==> src/rtl/fdc_rid_pkg.sv <==
package fdc_rid_pkg;
  localparam int DS_W      = 2;
  localparam int NUM_DRV   = 1 << DS_W;
  localparam int RES_BYTES = 7;
  localparam logic [7:0] OPC_MASK = 8'hBF;
  localparam logic [7:0] OPC_CODE = 8'h0A;

  typedef enum logic [2:0] {
    S_IDLE, S_CMD2, S_DELAY, S_SEARCH, S_RESULT
  } rid_state_e;

  typedef enum logic [1:0] {
    END_OK, END_MISS, END_ABORT
  } rid_end_e;

  typedef struct packed {
    logic [7:0] trk;
    logic [7:0] hd;
    logic [7:0] sec;
    logic [7:0] sz;
  } rid_id_t;

  function automatic logic opc_hit(input logic [7:0] b);
    return (b & OPC_MASK) == OPC_CODE;
  endfunction
endpackage

==> src/rtl/fdc_rid_delay.sv <==
module fdc_rid_delay #(
  parameter int W = 8
) (
  input  logic         clk,
  input  logic         rst_n,
  input  logic         load_i,
  input  logic [W-1:0] val_i,
  input  logic         run_i,
  output logic         last_o
);
  logic [W-1:0] cnt;

  always_ff @(posedge clk) begin
    if (!rst_n)                    cnt <= '0;
    else if (load_i)               cnt <= val_i;
    else if (run_i && cnt != '0)   cnt <= cnt - 1'b1;
  end

  assign last_o = run_i && (cnt == W'(1));


  expiry_chk: assert property (@(posedge clk) disable iff (!rst_n)
    last_o |-> $past(load_i || run_i));
endmodule

==> src/rtl/fdc_rid_search.sv <==
module fdc_rid_search (
  input  logic clk,
  input  logic rst_n,
  input  logic active_i,
  input  logic index_i,
  input  logic am_i,
  output logic found_o,
  output logic miss_o
);
  logic idx_seen;

  always_ff @(posedge clk) begin
    if (!rst_n)                  idx_seen <= 1'b0;
    else if (!active_i)          idx_seen <= 1'b0;
    else if (index_i)            idx_seen <= 1'b1;
  end

  assign found_o = active_i && am_i;
  assign miss_o  = active_i && index_i && idx_seen && !am_i;


  miss_after_start_chk: assert property (@(posedge clk) disable iff (!rst_n)
    miss_o |-> $past(active_i));
endmodule

==> src/rtl/fdc_rid_result.sv <==
module fdc_rid_result
  import fdc_rid_pkg::*;
(
  input  logic                clk,
  input  logic                rst_n,
  input  logic                load_i,
  input  rid_end_e            kind_i,
  input  logic                hd_i,
  input  logic [DS_W-1:0]     ds_i,
  input  rid_id_t             id_i,
  input  logic                pop_i,
  output logic [7:0]          data_o,
  output logic                last_o
);
  localparam int PTR_W = $clog2(RES_BYTES);

  logic [7:0]       st0, st1;
  rid_id_t          id_q;
  logic [PTR_W-1:0] ptr;

  always_ff @(posedge clk) begin
    if (!rst_n) begin
      st0  <= '0;
      st1  <= '0;
      id_q <= '0;
      ptr  <= '0;
    end else if (load_i) begin
      st0  <= {(kind_i == END_OK) ? 2'b00 : 2'b01, 3'b000, hd_i, ds_i};
      st1  <= (kind_i == END_MISS) ? 8'h01 : 8'h00;
      id_q <= (kind_i == END_OK) ? id_i : '0;
      ptr  <= '0;
    end else if (pop_i && !last_o) begin
      ptr  <= ptr + 1'b1;
    end
  end

  always_comb begin
    case (ptr)
      PTR_W'(0): data_o = st0;
      PTR_W'(1): data_o = st1;
      PTR_W'(2): data_o = 8'h00;
      PTR_W'(3): data_o = id_q.trk;
      PTR_W'(4): data_o = id_q.hd;
      PTR_W'(5): data_o = id_q.sec;
      default:   data_o = id_q.sz;
    endcase
  end

  assign last_o = (ptr == PTR_W'(RES_BYTES - 1));


  ptr_range_chk: assert property (@(posedge clk) disable iff (!rst_n)
    ptr <= PTR_W'(RES_BYTES - 1));
endmodule

==> src/rtl/fdc_readid_seq.sv <==
module fdc_readid_seq
  import fdc_rid_pkg::*;
#(
  parameter int DLY_W = 8
) (
  input  logic                     clk,
  input  logic                     rst_n,
  input  logic                     cmd_valid,
  output logic                     cmd_ready,
  input  logic [7:0]               cmd_data,
  input  logic [NUM_DRV*DLY_W-1:0] dly_cfg,
  output logic                     sep_en,
  input  logic                     index_pulse,
  input  logic                     am_valid,
  input  logic [7:0]               am_track,
  input  logic [7:0]               am_head,
  input  logic [7:0]               am_sector,
  input  logic [7:0]               am_size,
  output logic                     res_valid,
  input  logic                     res_ready,
  output logic [7:0]               res_data,
  output logic                     busy,
  output logic                     irq
);
  rid_state_e      state, nxt;
  logic            hd_q;
  logic [DS_W-1:0] ds_q;
  logic            cmd_fire, res_fire;
  logic [DLY_W-1:0] dly_sel;
  logic            dly_load, dly_last;
  logic            found, miss;
  logic            end_evt;
  rid_end_e        end_kind;
  logic            res_last;
  rid_id_t         am_id;

  assign cmd_ready = (state != S_RESULT);
  assign cmd_fire  = cmd_valid && cmd_ready;
  assign res_valid = (state == S_RESULT);
  assign res_fire  = res_valid && res_ready;
  assign sep_en    = (state == S_SEARCH);
  assign busy      = (state != S_IDLE);
  assign irq       = (state == S_RESULT);

  assign dly_sel  = dly_cfg[cmd_data[DS_W-1:0]*DLY_W +: DLY_W];
  assign dly_load = (state == S_CMD2) && cmd_fire;
  assign am_id    = '{trk: am_track, hd: am_head, sec: am_sector, sz: am_size};

  fdc_rid_delay #(.W(DLY_W)) u_delay (
    .clk(clk), .rst_n(rst_n), .load_i(dly_load), .val_i(dly_sel),
    .run_i(state == S_DELAY), .last_o(dly_last)
  );

  fdc_rid_search u_search (
    .clk(clk), .rst_n(rst_n), .active_i(sep_en), .index_i(index_pulse),
    .am_i(am_valid), .found_o(found), .miss_o(miss)
  );

  always_comb begin
    end_evt  = 1'b0;
    end_kind = END_OK;
    if ((state == S_DELAY || state == S_SEARCH) && cmd_fire) begin
      end_evt  = 1'b1;
      end_kind = END_ABORT;
    end else if (found) begin
      end_evt  = 1'b1;
      end_kind = END_OK;
    end else if (miss) begin
      end_evt  = 1'b1;
      end_kind = END_MISS;
    end
  end

  fdc_rid_result u_result (
    .clk(clk), .rst_n(rst_n), .load_i(end_evt), .kind_i(end_kind),
    .hd_i(hd_q), .ds_i(ds_q), .id_i(am_id), .pop_i(res_fire),
    .data_o(res_data), .last_o(res_last)
  );

  always_comb begin
    nxt = state;
    case (state)
      S_IDLE:   if (cmd_fire && opc_hit(cmd_data)) nxt = S_CMD2;
      S_CMD2:   if (cmd_fire) nxt = (dly_sel == '0) ? S_SEARCH : S_DELAY;
      S_DELAY:  if (end_evt) nxt = S_RESULT;
                else if (dly_last) nxt = S_SEARCH;
      S_SEARCH: if (end_evt) nxt = S_RESULT;
      S_RESULT: if (res_fire && res_last) nxt = S_IDLE;
      default:  nxt = S_IDLE;
    endcase
  end

  always_ff @(posedge clk) begin
    if (!rst_n) begin
      state <= S_IDLE;
      hd_q  <= 1'b0;
      ds_q  <= '0;
    end else begin
      state <= nxt;
      if (dly_load) begin
        hd_q <= cmd_data[2];
        ds_q <= cmd_data[DS_W-1:0];
      end
    end
  end


  stall_hold_chk: assert property (@(posedge clk) disable iff (!rst_n)
    res_valid && !res_ready |=> res_valid && $stable(res_data));

  no_cmd_in_result_chk: assert property (@(posedge clk) disable iff (!rst_n)
    res_valid |-> !cmd_ready);

  irq_busy_chk: assert property (@(posedge clk) disable iff (!rst_n)
    irq |-> busy);

  sep_scope_chk: assert property (@(posedge clk) disable iff (!rst_n)
    sep_en |-> busy && !res_valid);

  irq_after_end_chk: assert property (@(posedge clk) disable iff (!rst_n)
    $rose(irq) |-> $past(sep_en || state == S_DELAY));
endmodule

==> config.mk <==
export PLATFORM = sky130hd
export DESIGN_NAME = fdc_readid_seq
export DESIGN_NICKNAME = d
export VERILOG_FILES = /design/src/rtl/fdc_rid_pkg.sv /design/src/rtl/fdc_rid_delay.sv /design/src/rtl/fdc_rid_search.sv /design/src/rtl/fdc_rid_result.sv /design/src/rtl/fdc_readid_seq.sv
export SDC_FILE = /design/constraint.sdc
export NUM_CORES = 1
export LEC_CHECK = 0
export BUFFER_PORTS_ARGS = -buffer_cell sky130_fd_sc_hd__buf_4
export CORE_UTILIZATION = 45
export CTS_BUF_LIST = sky130_fd_sc_hd__clkbuf_8
export CTS_CLUSTER_DIAMETER = 30
export CTS_CLUSTER_SIZE = 24
export DETAILED_ROUTE_END_ITERATION = 10
export HOLD_SLACK_MARGIN = 0.02
export PLACE_DENSITY = 0.75
export SLEW_MARGIN = 20
export SYNTH_ARGS = -nofsm -noshare
export SYNTH_HDL_FRONTEND = slang
export SYNTH_SLANG_ARGS = --single-unit
==> constraint.sdc <==
create_clock -name clk -period 3.1 [get_ports clk]
set_input_delay 0.31 -clock clk [delete_from_list [all_inputs] [get_ports clk]]
set_output_delay 0.31 -clock clk [all_outputs]
set_load 0.1 [all_outputs]
==> impl_metrics.tcl, run 1 <==
set metrics [dict create \
    outcome "complete, no violations" \
    first_iter_violations 154 \
    crit_type "flop to output port" \
    drc 0 \
    place.gp.congestion 0.871 \
    postRouteAntennaNets 0 \
    final-setup-viol-count 0 \
    start_kind "flop" \
    ioPinCount 91 \
    hold_path.class "input pin to flop" \
    grt_pass1_vias 2333 \
    p_per_area_nw_per_um2 522 \
    slowest_delay_ns 0.55 \
    yosys-top-cells-count "dfxtp_1 (55), a22o_1 (32), nor2_1 (27)" \
    syn-mean-instance-area_sq_um 9.89 \
    cpMostUsedCell "buf_4" \
    startpoint "u_result.ptr[2]" \
    post_drt_wl_per_cell_microns 15.3 \
    fin_crit_ns 2.66 \
    synth_top_area_share_pct 39.9 \
    port_buffers 89 \
    r2r_start "state[1]" \
    clk_latency_ns 0.32 \
    syn_nets 364 \
    post_cts_buffers 0 \
    nNetsFinal 442 \
    p_leak_nw 1.48 \
    worst-path-buf-inv 3 \
    first_pass_iters 5 \
    holdBufCountCts 0 \
    drive_gt1_share_pct 32.7 \
    clock-root-buffer "clkbuf_8" \
    ff_latch_area_sq_um 1100 \
    multi_input_area_sq_um 1500 \
    cp_slowest_cell "a2111o_1" \
    rr_endpoint "u_delay.cnt[4]" \
    initial_core_util_pct 46.6 \
    h-tree-depth 2 \
    clk_pin_slew_ns 0.10 \
    grt_pass1_wl_microns 10700 \
    max_cap_violations 0 \
    synth_ff_type "dfxtp_1" \
    maxSlewViolCount 0 \
    postSynth.asyncResetShare_pct 0 \
    syn_to_final_growth_pct 27.1 \
    vias 2483 \
    max_freq_mhz 376 \
    core-area_sq_um 5920 \
    nFillCells 535 \
    cts.sinks 55 \
    die_w_microns 80.3 \
    hold_violations 0 \
    rsz0062_at_grt "false" \
    synth_edf_count 0 \
    grt_antenna_before_repair 0 \
    arrival_ns 2.35 \
    min_path_cells 2 \
    yosysWarnings 0 \
    diodes 0 \
    end_kind "output port" \
    rows 28 \
    setup-tns-final_ns 0 \
    viasPerCell 5.73 \
    fin_crit_sh_pct 85.7 \
    place_inst 425 \
    grt.total_usage_pct 21.5 \
    tightestPinTransition_ns 0.533 \
    instances_no_fill 433 \
    cts_made_buffers 5 \
    synth_cell_type_count 56 \
    r2r_slack_ns 1.11 \
    yosysSeqAreaShare_pct 39.9 \
    vdd_drop_max_mv 0.251 \
    die-area_sq_um 6450 \
    slew_headroom_pct 64.3 \
    cpLargestDelayFamily "compound AO/OA/AOI/OAI gates" \
    yosys_register_bits 55 \
    post-route-util_pct 59.3 \
    hold_start "am_track[4]" \
    wl_microns 6630 \
    holdPathEnd "u_result.id_q[28]" \
    cts_resized 0 \
    dpl.hpwl_microns 4940 \
    reg2reg_depth 5 \
    synth_most_common_cell "dfxtp_1" \
    cp.required_ns 2.79 \
    grt_overflow 0 \
    synth_top_cell_by_area "dfxtp_1" \
    clockBufferDepth 2 \
    path_max_fanout 16 \
    synth.cell_area_sq_um 2760 \
    synthCells 279 \
    skew_ns 0.00729 \
    die_h_microns 80.3 \
    cts_tree "built" \
    synthTopCellsByArea "dfxtp_1 (40%), a22o_1 (10%), mux4_1 (3.8%), nor2_1 (3.7%), mux4_2 (3.3%)" \
    path_cells "buf_4 > inv_1 > ha_1 > a2111o_1 > a31oi_1 > buf_4" \
    grt_max_degree 33 \
]
[routing by layer]
metal | part of all wire [%] | global-route usage [%]
met1 | 44 | 27.4
met2 | 48 | 35.7
met3 | 5.9 | 4.20
met4 | 1.5 | 7.86
met5 | 0 | 0
[cell usage in the layout, fill, tap and decap left out, types with 2 or more instances in the layout]
cell and instances:
a21oi_1 16, nor4_2 2, nor2_2 2, a222oi_1 3, a221oi_1 2, dfxtp_1 55, mux2_2 3, xor2_1 2
a32oi_1 6, nor3b_4 2, nand2_1 21, buf_4 92, nand4_1 2, a211oi_1 3, o21ai_0 5, a22o_1 32
mux4_1 4, and2_1 2, mux4_2 4, mux2i_1 4, nor3_1 2, nand3_1 7, nor2_1 26, o22ai_1 2
ha_1 7, a31oi_1 6, a22oi_1 4, clkbuf_8 5, clkinv_4 2, inv_1 10, and3_1 2, o21ai_1 2
[through the flow]
| stage | area, sq um | hold WS [ns] | setup WS, ns | power (mW) |
|---|---|---|---|---|
| floorplan | 2760 | 0.426 | -0.156 | 1.29 |
| global placement | 3420 | 0.445 | 0.824 | 1.43 |
| detailed placement | 3420 | 0.448 | 0.786 | 1.44 |
| CTS | 3510 | 0.191 | 0.430 | 1.84 |
| global route | 3510 | 0.185 | 0.278 | 1.92 |
| finish | 3510 | 0.196 | 0.443 | 1.83 |
[state kept, by name (all words and copies together) (netlist names)]
name and cells:
u_result.id_q 32, u_result.st0 4, u_result.ptr 3, u_delay.cnt 8, ds_q 2, state 3
hd_q 1, u_search.idx_seen 1, u_result.st1 1
[where the power goes]
part	internal (mW)	switching, mW
Clock	0.160	0.243
Sequential	0.753	0.0541
Combinational	0.242	0.378
Total	1.16	0.675
[kinds of logic after synthesis]
kind of cell | Yosys count | share of synthesized area [%]
AO/OA/AOI/OAI | 87 | 23.9
AND/OR/NAND/NOR | 82 | 16.2
flip-flops | 55 | 39.9
buffers and inverters | 30 | 6.12
multiplexers | 15 | 9.75
adder cells (fa/ha/maj) | 7 | 3.17
XOR/XNOR | 3 | 0.952
[worst max-delay path by stage]
| stage | endpoint | depth (start not counted) |
|---|---|---|
| 6_report | res_data[3] | 6 |
| 2_1_floorplan | res_data[3] | 6 |
| 5_1_grt | res_data[6] | 6 |
| 3_3_place_gp | res_data[5] | 6 |
| 4_1_cts | res_data[3] | 6 |
| 3_5_place_dp | res_data[3] | 6 |
[area by class of cell]
class | instances | area share [%]
Clock buffer | 5 | 1.96
Multi-Input combinational cell | 194 | 42.7
Timing Repair Buffer | 92 | 19.7
Tap cell | 75 | 2.67
Sequential cell | 55 | 31.4
Clock inverter | 3 | 0.606
Inverter | 9 | 0.963
Note: power is estimated with default switching activity, not from simulation.
==> run 2, diff against run 1 <==
clock period = 3.35 ns   (was 3.1 ns; I/O delays follow)
==> run 2 against run 1 <==
Compared with the run above: global-route usage up 0.51 points; clock skew rose by 0.0078 ns; clock power decreased by 8.9%; cell count did not move; core utilization stayed put; largest power group unchanged; count of clock-buffer cells in the layout unchanged; worst setup slack better by 0.21 ns.
==> impl_metrics.tcl, run 2 (synthesis results as in run 1) <==
set metrics [dict create \
    power_mw 1.69 \
    first_iter_violations 189 \
    dpl.hpwl_microns 5020 \
    holdBufCountCts 0 \
    core-area_sq_um 5920 \
    r2r_start "state[1]" \
    maxSlewViolCount 0 \
    rsz0062_at_grt "false" \
    die_h_microns 80.3 \
    cp_slowest_cell "a2111o_1" \
    p_leak_nw 1.48 \
    fin_crit_ns 2.69 \
    nNetsFinal 442 \
    hold_violations 0 \
    slowest_delay_ns 0.55 \
    cts_made_buffers 5 \
    mostFrequentLayoutCells "buf_4 (92), dfxtp_1 (55), a22o_1 (32), nor2_1 (26), nand2_1 (21)" \
    cts.sinks 55 \
    syn_to_final_growth_pct 27.1 \
    ioPinCount 91 \
    drc 0 \
    viasPerCell 5.79 \
    largest-register "u_result.id_q" \
    vdd_drop_max_mv 0.286 \
    hold_path.class "input pin to flop" \
    clock-root-buffer "clkbuf_8" \
    wl_microns 6750 \
    worst-path-buf-inv 3 \
    ff_latch_area_sq_um 1100 \
    r2r_slack_ns 1.34 \
    holdPathEnd "u_result.id_q[28]" \
    post_cts_buffers 0 \
    skew_ns 0.0151 \
    path_max_fanout 16 \
    dpl_cell_area_sq_um 3420 \
    max_freq_mhz 371 \
    die-area_sq_um 6450 \
    post_drt_wl_per_cell_microns 15.6 \
    diodes 0 \
    min_path_cells 2 \
    cpLargestDelayFamily "compound AO/OA/AOI/OAI gates" \
    port_buffers 89 \
    grt.total_usage_pct 22.0 \
    cp.required_ns 3.01 \
    place.gp.congestion 0.866 \
    multi_input_area_sq_um 1500 \
    grt_antenna_before_repair 0 \
    start_kind "flop" \
    tightestPinTransition_ns 0.546 \
    die_w_microns 80.3 \
    grt_pass1_vias 2386 \
    cts_resized 0 \
    h-tree-depth 2 \
    grt_max_degree 33 \
    outcome "complete, no violations" \
    top_regs "u_result.id_q (32), u_delay.cnt (8), u_result.st0 (4)" \
    post-route-util_pct 59.3 \
    largest_reg_flops 32 \
    end_kind "output port" \
    final-setup-viol-count 0 \
    drive_gt1_share_pct 32.7 \
    rr_endpoint "u_delay.cnt[4]" \
    setup-tns-final_ns 0 \
    arrival_ns 2.36 \
    nFillCells 535 \
    clockBufferDepth 2 \
    hold_start "am_track[4]" \
    path_cells "buf_4 > inv_1 > ha_1 > a2111o_1 > a31oi_1 > buf_4" \
    design_area_sq_um 3510 \
    fin_crit_sh_pct 80.4 \
    rows 28 \
    clk_pin_slew_ns 0.11 \
    final_common_cell "buf_4" \
    max_cap_violations 0 \
    slew_headroom_pct 63.5 \
    p_per_area_nw_per_um2 482 \
    cts_tree "built" \
    grt_pass1_wl_microns 11000 \
    cpMostUsedCell "buf_4" \
    initial_core_util_pct 46.6 \
    grt_overflow 0 \
    crit_type "flop to output port" \
    postRouteAntennaNets 0 \
    vias 2508 \
    clk_latency_ns 0.32 \
    reg2reg_depth 5 \
    first_pass_iters 6 \
    hold_ws_ns 0.215 \
]
run 2: cell counts in the layout (fill, tap and decap cells not counted):
No cell type changed its count.
run 2: layer usage:
| layer | GRT usage (%) | routed length, microns | vias to the layer above |
|---|---|---|---|
| li1 | - | - | 1215 |
| met1 | 27.8 | 2970 | 1188 |
| met2 | 37.2 | 3260 | 93 |
| met3 | 5.00 | 393 | 12 |
| met4 | 6.43 | 122 | 0 |
| met5 | 0 | 0 | - |
run 2: worst max path at each step:
| stage | from | slack [ns] | to | depth (start not counted) |
|---|---|---|---|---|
| after floorplan | u_result.ptr[0] | 0.07 | res_data[3] | 6 |
| after global placement | u_result.ptr[2] | 1.03 | res_data[5] | 6 |
| after detailed placement | u_result.ptr[2] | 1.00 | res_data[5] | 6 |
| after CTS | u_result.ptr[2] | 0.64 | res_data[5] | 6 |
| after global routing | u_result.ptr[2] | 0.50 | res_data[5] | 7 |
| final | u_result.ptr[2] | 0.66 | res_data[5] | 6 |
run 2: power breakdown:
| group | internal [mW] | switching (mW) | leakage [nW] |
|---|---|---|---|
| combinational | 0.225 | 0.350 | 0.989 |
| sequential | 0.697 | 0.0532 | 0.444 |
| clock | 0.148 | 0.220 | 0.0495 |
| total | 1.07 | 0.623 | 1.48 |
run 2: per-stage QoR:
| step | setup slack, ns | cells |
|---|---|---|
| after floorplan | 0.0685 | 279 |
| after global placement | 1.03 | 425 |
| after detailed placement | 1.00 | 425 |
| after CTS | 0.639 | 433 |
| after global routing | 0.502 | 433 |
| final | 0.658 | 433 |
run 2: final cells by class:
type / instances / area share, %
sequential: 55 / 31.4
multi-input combinational: 194 / 42.7
timing repair buffer: 92 / 19.7
clock buffer: 5 / 1.96
inverter: 9 / 0.963
clock inverter: 3 / 0.606
tap: 75 / 2.67
==> run 3, diff against run 2 <==
clock period = 2.6 ns   (was 3.35 ns; I/O delays follow)
==> run 3 against run 2 <==
Compared with the run above: largest cell class unchanged; global-route usage fell by 0.99 points; largest power group unchanged; clock power rose by 33%; routed wire length barely moved; cell count rose by 0.46%.
==> impl_metrics.tcl, run 3 (synthesis results as in run 1) <==
set metrics [dict create \
    hold_violations 0 \
    die-area_sq_um 6450 \
    cp_slowest_cell "a2111o_2" \
    post_cts_buffers 0 \
    viasPerCell 5.72 \
    vias 2487 \
    maxSlewViolCount 0 \
    grt_overflow 0 \
    max_cap_violations 0 \
    crit_type "flop to output port" \
    largest_reg_flops 32 \
    skew_ns 0.0128 \
    initial_core_util_pct 46.6 \
    cts.sinks 55 \
    instances_no_fill 435 \
    place.gp.congestion 0.852 \
    drc 0 \
    arrival_ns 2.21 \
    top_regs "u_result.id_q (32), u_delay.cnt (8), u_result.st0 (4)" \
    cpLargestDelayFamily "compound AO/OA/AOI/OAI gates" \
    grt_pass1_vias 2312 \
    design_area_sq_um 3570 \
    largest-register "u_result.id_q" \
    post_drt_wl_per_cell_microns 15.5 \
    final-setup-viol-count 0 \
    max_freq_mhz 405 \
    p_per_area_nw_per_um2 618 \
    place_inst 427 \
    tightestPinTransition_ns 0.536 \
    slowest_delay_ns 0.66 \
    path_cells "inv_1 > ha_1 > a2111o_2 > a31oi_2 > buf_4" \
    cp.required_ns 2.34 \
    p_leak_nw 1.49 \
    clockBufferDepth 2 \
    h-tree-depth 2 \
    path_max_fanout 16 \
    outcome "complete, no violations" \
    core-area_sq_um 5920 \
    grt.total_usage_pct 21.0 \
    wl_microns 6750 \
    first_pass_iters 5 \
    clk_latency_ns 0.32 \
    cts_tree "built" \
    mostFrequentLayoutCells "buf_4 (94), dfxtp_1 (55), a22o_1 (32), nor2_1 (26), nand2_1 (20)" \
    fin_crit_ns 2.47 \
    postRouteAntennaNets 0 \
    rsz0062_at_grt "false" \
    grt_pass1_wl_microns 10400 \
    nNetsFinal 444 \
    cts_made_buffers 5 \
    drive_gt1_share_pct 36.1 \
    grt_max_degree 33 \
    die_h_microns 80.3 \
    holdBufCountCts 0 \
    end_kind "output port" \
    worst-path-buf-inv 2 \
    port_buffers 89 \
    clk_pin_slew_ns 0.11 \
    grt_antenna_before_repair 0 \
    fin_crit_sh_pct 94.9 \
    diodes 0 \
    slew_headroom_pct 63.9 \
    dpl_cell_area_sq_um 3480 \
    die_w_microns 80.3 \
    ioPinCount 91 \
    final_common_cell "buf_4" \
    syn_to_final_growth_pct 29.4 \
    rows 28 \
    vdd_drop_max_mv 0.259 \
    first_iter_violations 129 \
    clock-root-buffer "clkbuf_8" \
    hold_path.class "input pin to flop" \
    start_kind "flop" \
    dpl.hpwl_microns 5000 \
]
## run 3: cell types whose count changed in the layout (fill, tap and decap cells not counted)
cell        delta
a21oi_1        -4
a21oi_2        +4
a31oi_1        -4
a31oi_2        +4
buf_4          +2
a2111o_1       -1
a2111o_2       +1
clkinvlp_4     +1
inv_1          -1
nand2_1        -1
nand2_2        +1
## run 3: metrics by stage
stage / util [%] / hold slack, ns / power (mW) / TNS, ns / worst slack [ns]
3_3_place_gp: 58.8 / 0.448 / 1.72 / 0 / 0.398
5_1_grt: 60.3 / 0.146 / 2.31 / 0 / 0.0291
3_5_place_dp: 58.8 / 0.449 / 1.73 / 0 / 0.338
6_report: 60.3 / 0.144 / 2.21 / 0 / 0.133
4_1_cts: 60.3 / 0.141 / 2.21 / 0 / 0.0779
2_1_floorplan: - / 0.376 / 1.54 / -0.855 / -0.113
## run 3: final cells by class
| class | instances | area [sq um] |
|---|---|---|
| Fill cell | 518 | 2350 |
| Multi-Input combinational cell | 194 | 1540 |
| Sequential cell | 55 | 1100 |
| Timing Repair Buffer | 94 | 706 |
| Tap cell | 75 | 93.8 |
| Clock buffer | 5 | 68.8 |
| Inverter | 9 | 37.5 |
| Clock inverter | 3 | 21.3 |
## run 3: routing by layer
metal / vias up / wire (microns) / track usage, %
met4: 0 / 121 / 9.46
met1: 1167 / 2970 / 26.4
met3: 9 / 413 / 3.18
met5: - / 0 / 0
li1: 1223 / - / -
met2: 88 / 3250 / 35.3
## run 3: what timing repair did
item	CTS	global route
pin swaps	0	1
resized for setup	1	0
endpoints found under the hold margin	0	0
endpoints found under the setup margin	1	6
## run 3: final timing paths
| path | start | end | slack [ns] | cells after the start |
|---|---|---|---|---|
| setup / recovery | u_result.ptr[0] | res_data[4] | 0.13 | 5 |
| hold / removal | am_head[3] | u_result.id_q[19] | 0.14 | 2 |
| setup reg to reg | state[1] | u_delay.cnt[4] | 0.60 | 5 |
| hold reg to reg | ds_q[1] | ds_q[1] | 0.46 | 2 |
## run 3: power by group
part / leakage, nW / switching [mW] / internal (mW)
sequential: 0.444 / 0.0673 / 0.898
combinational: 0.992 / 0.460 / 0.294
clock: 0.0495 / 0.297 / 0.191
total: 1.49 / 0.824 / 1.38
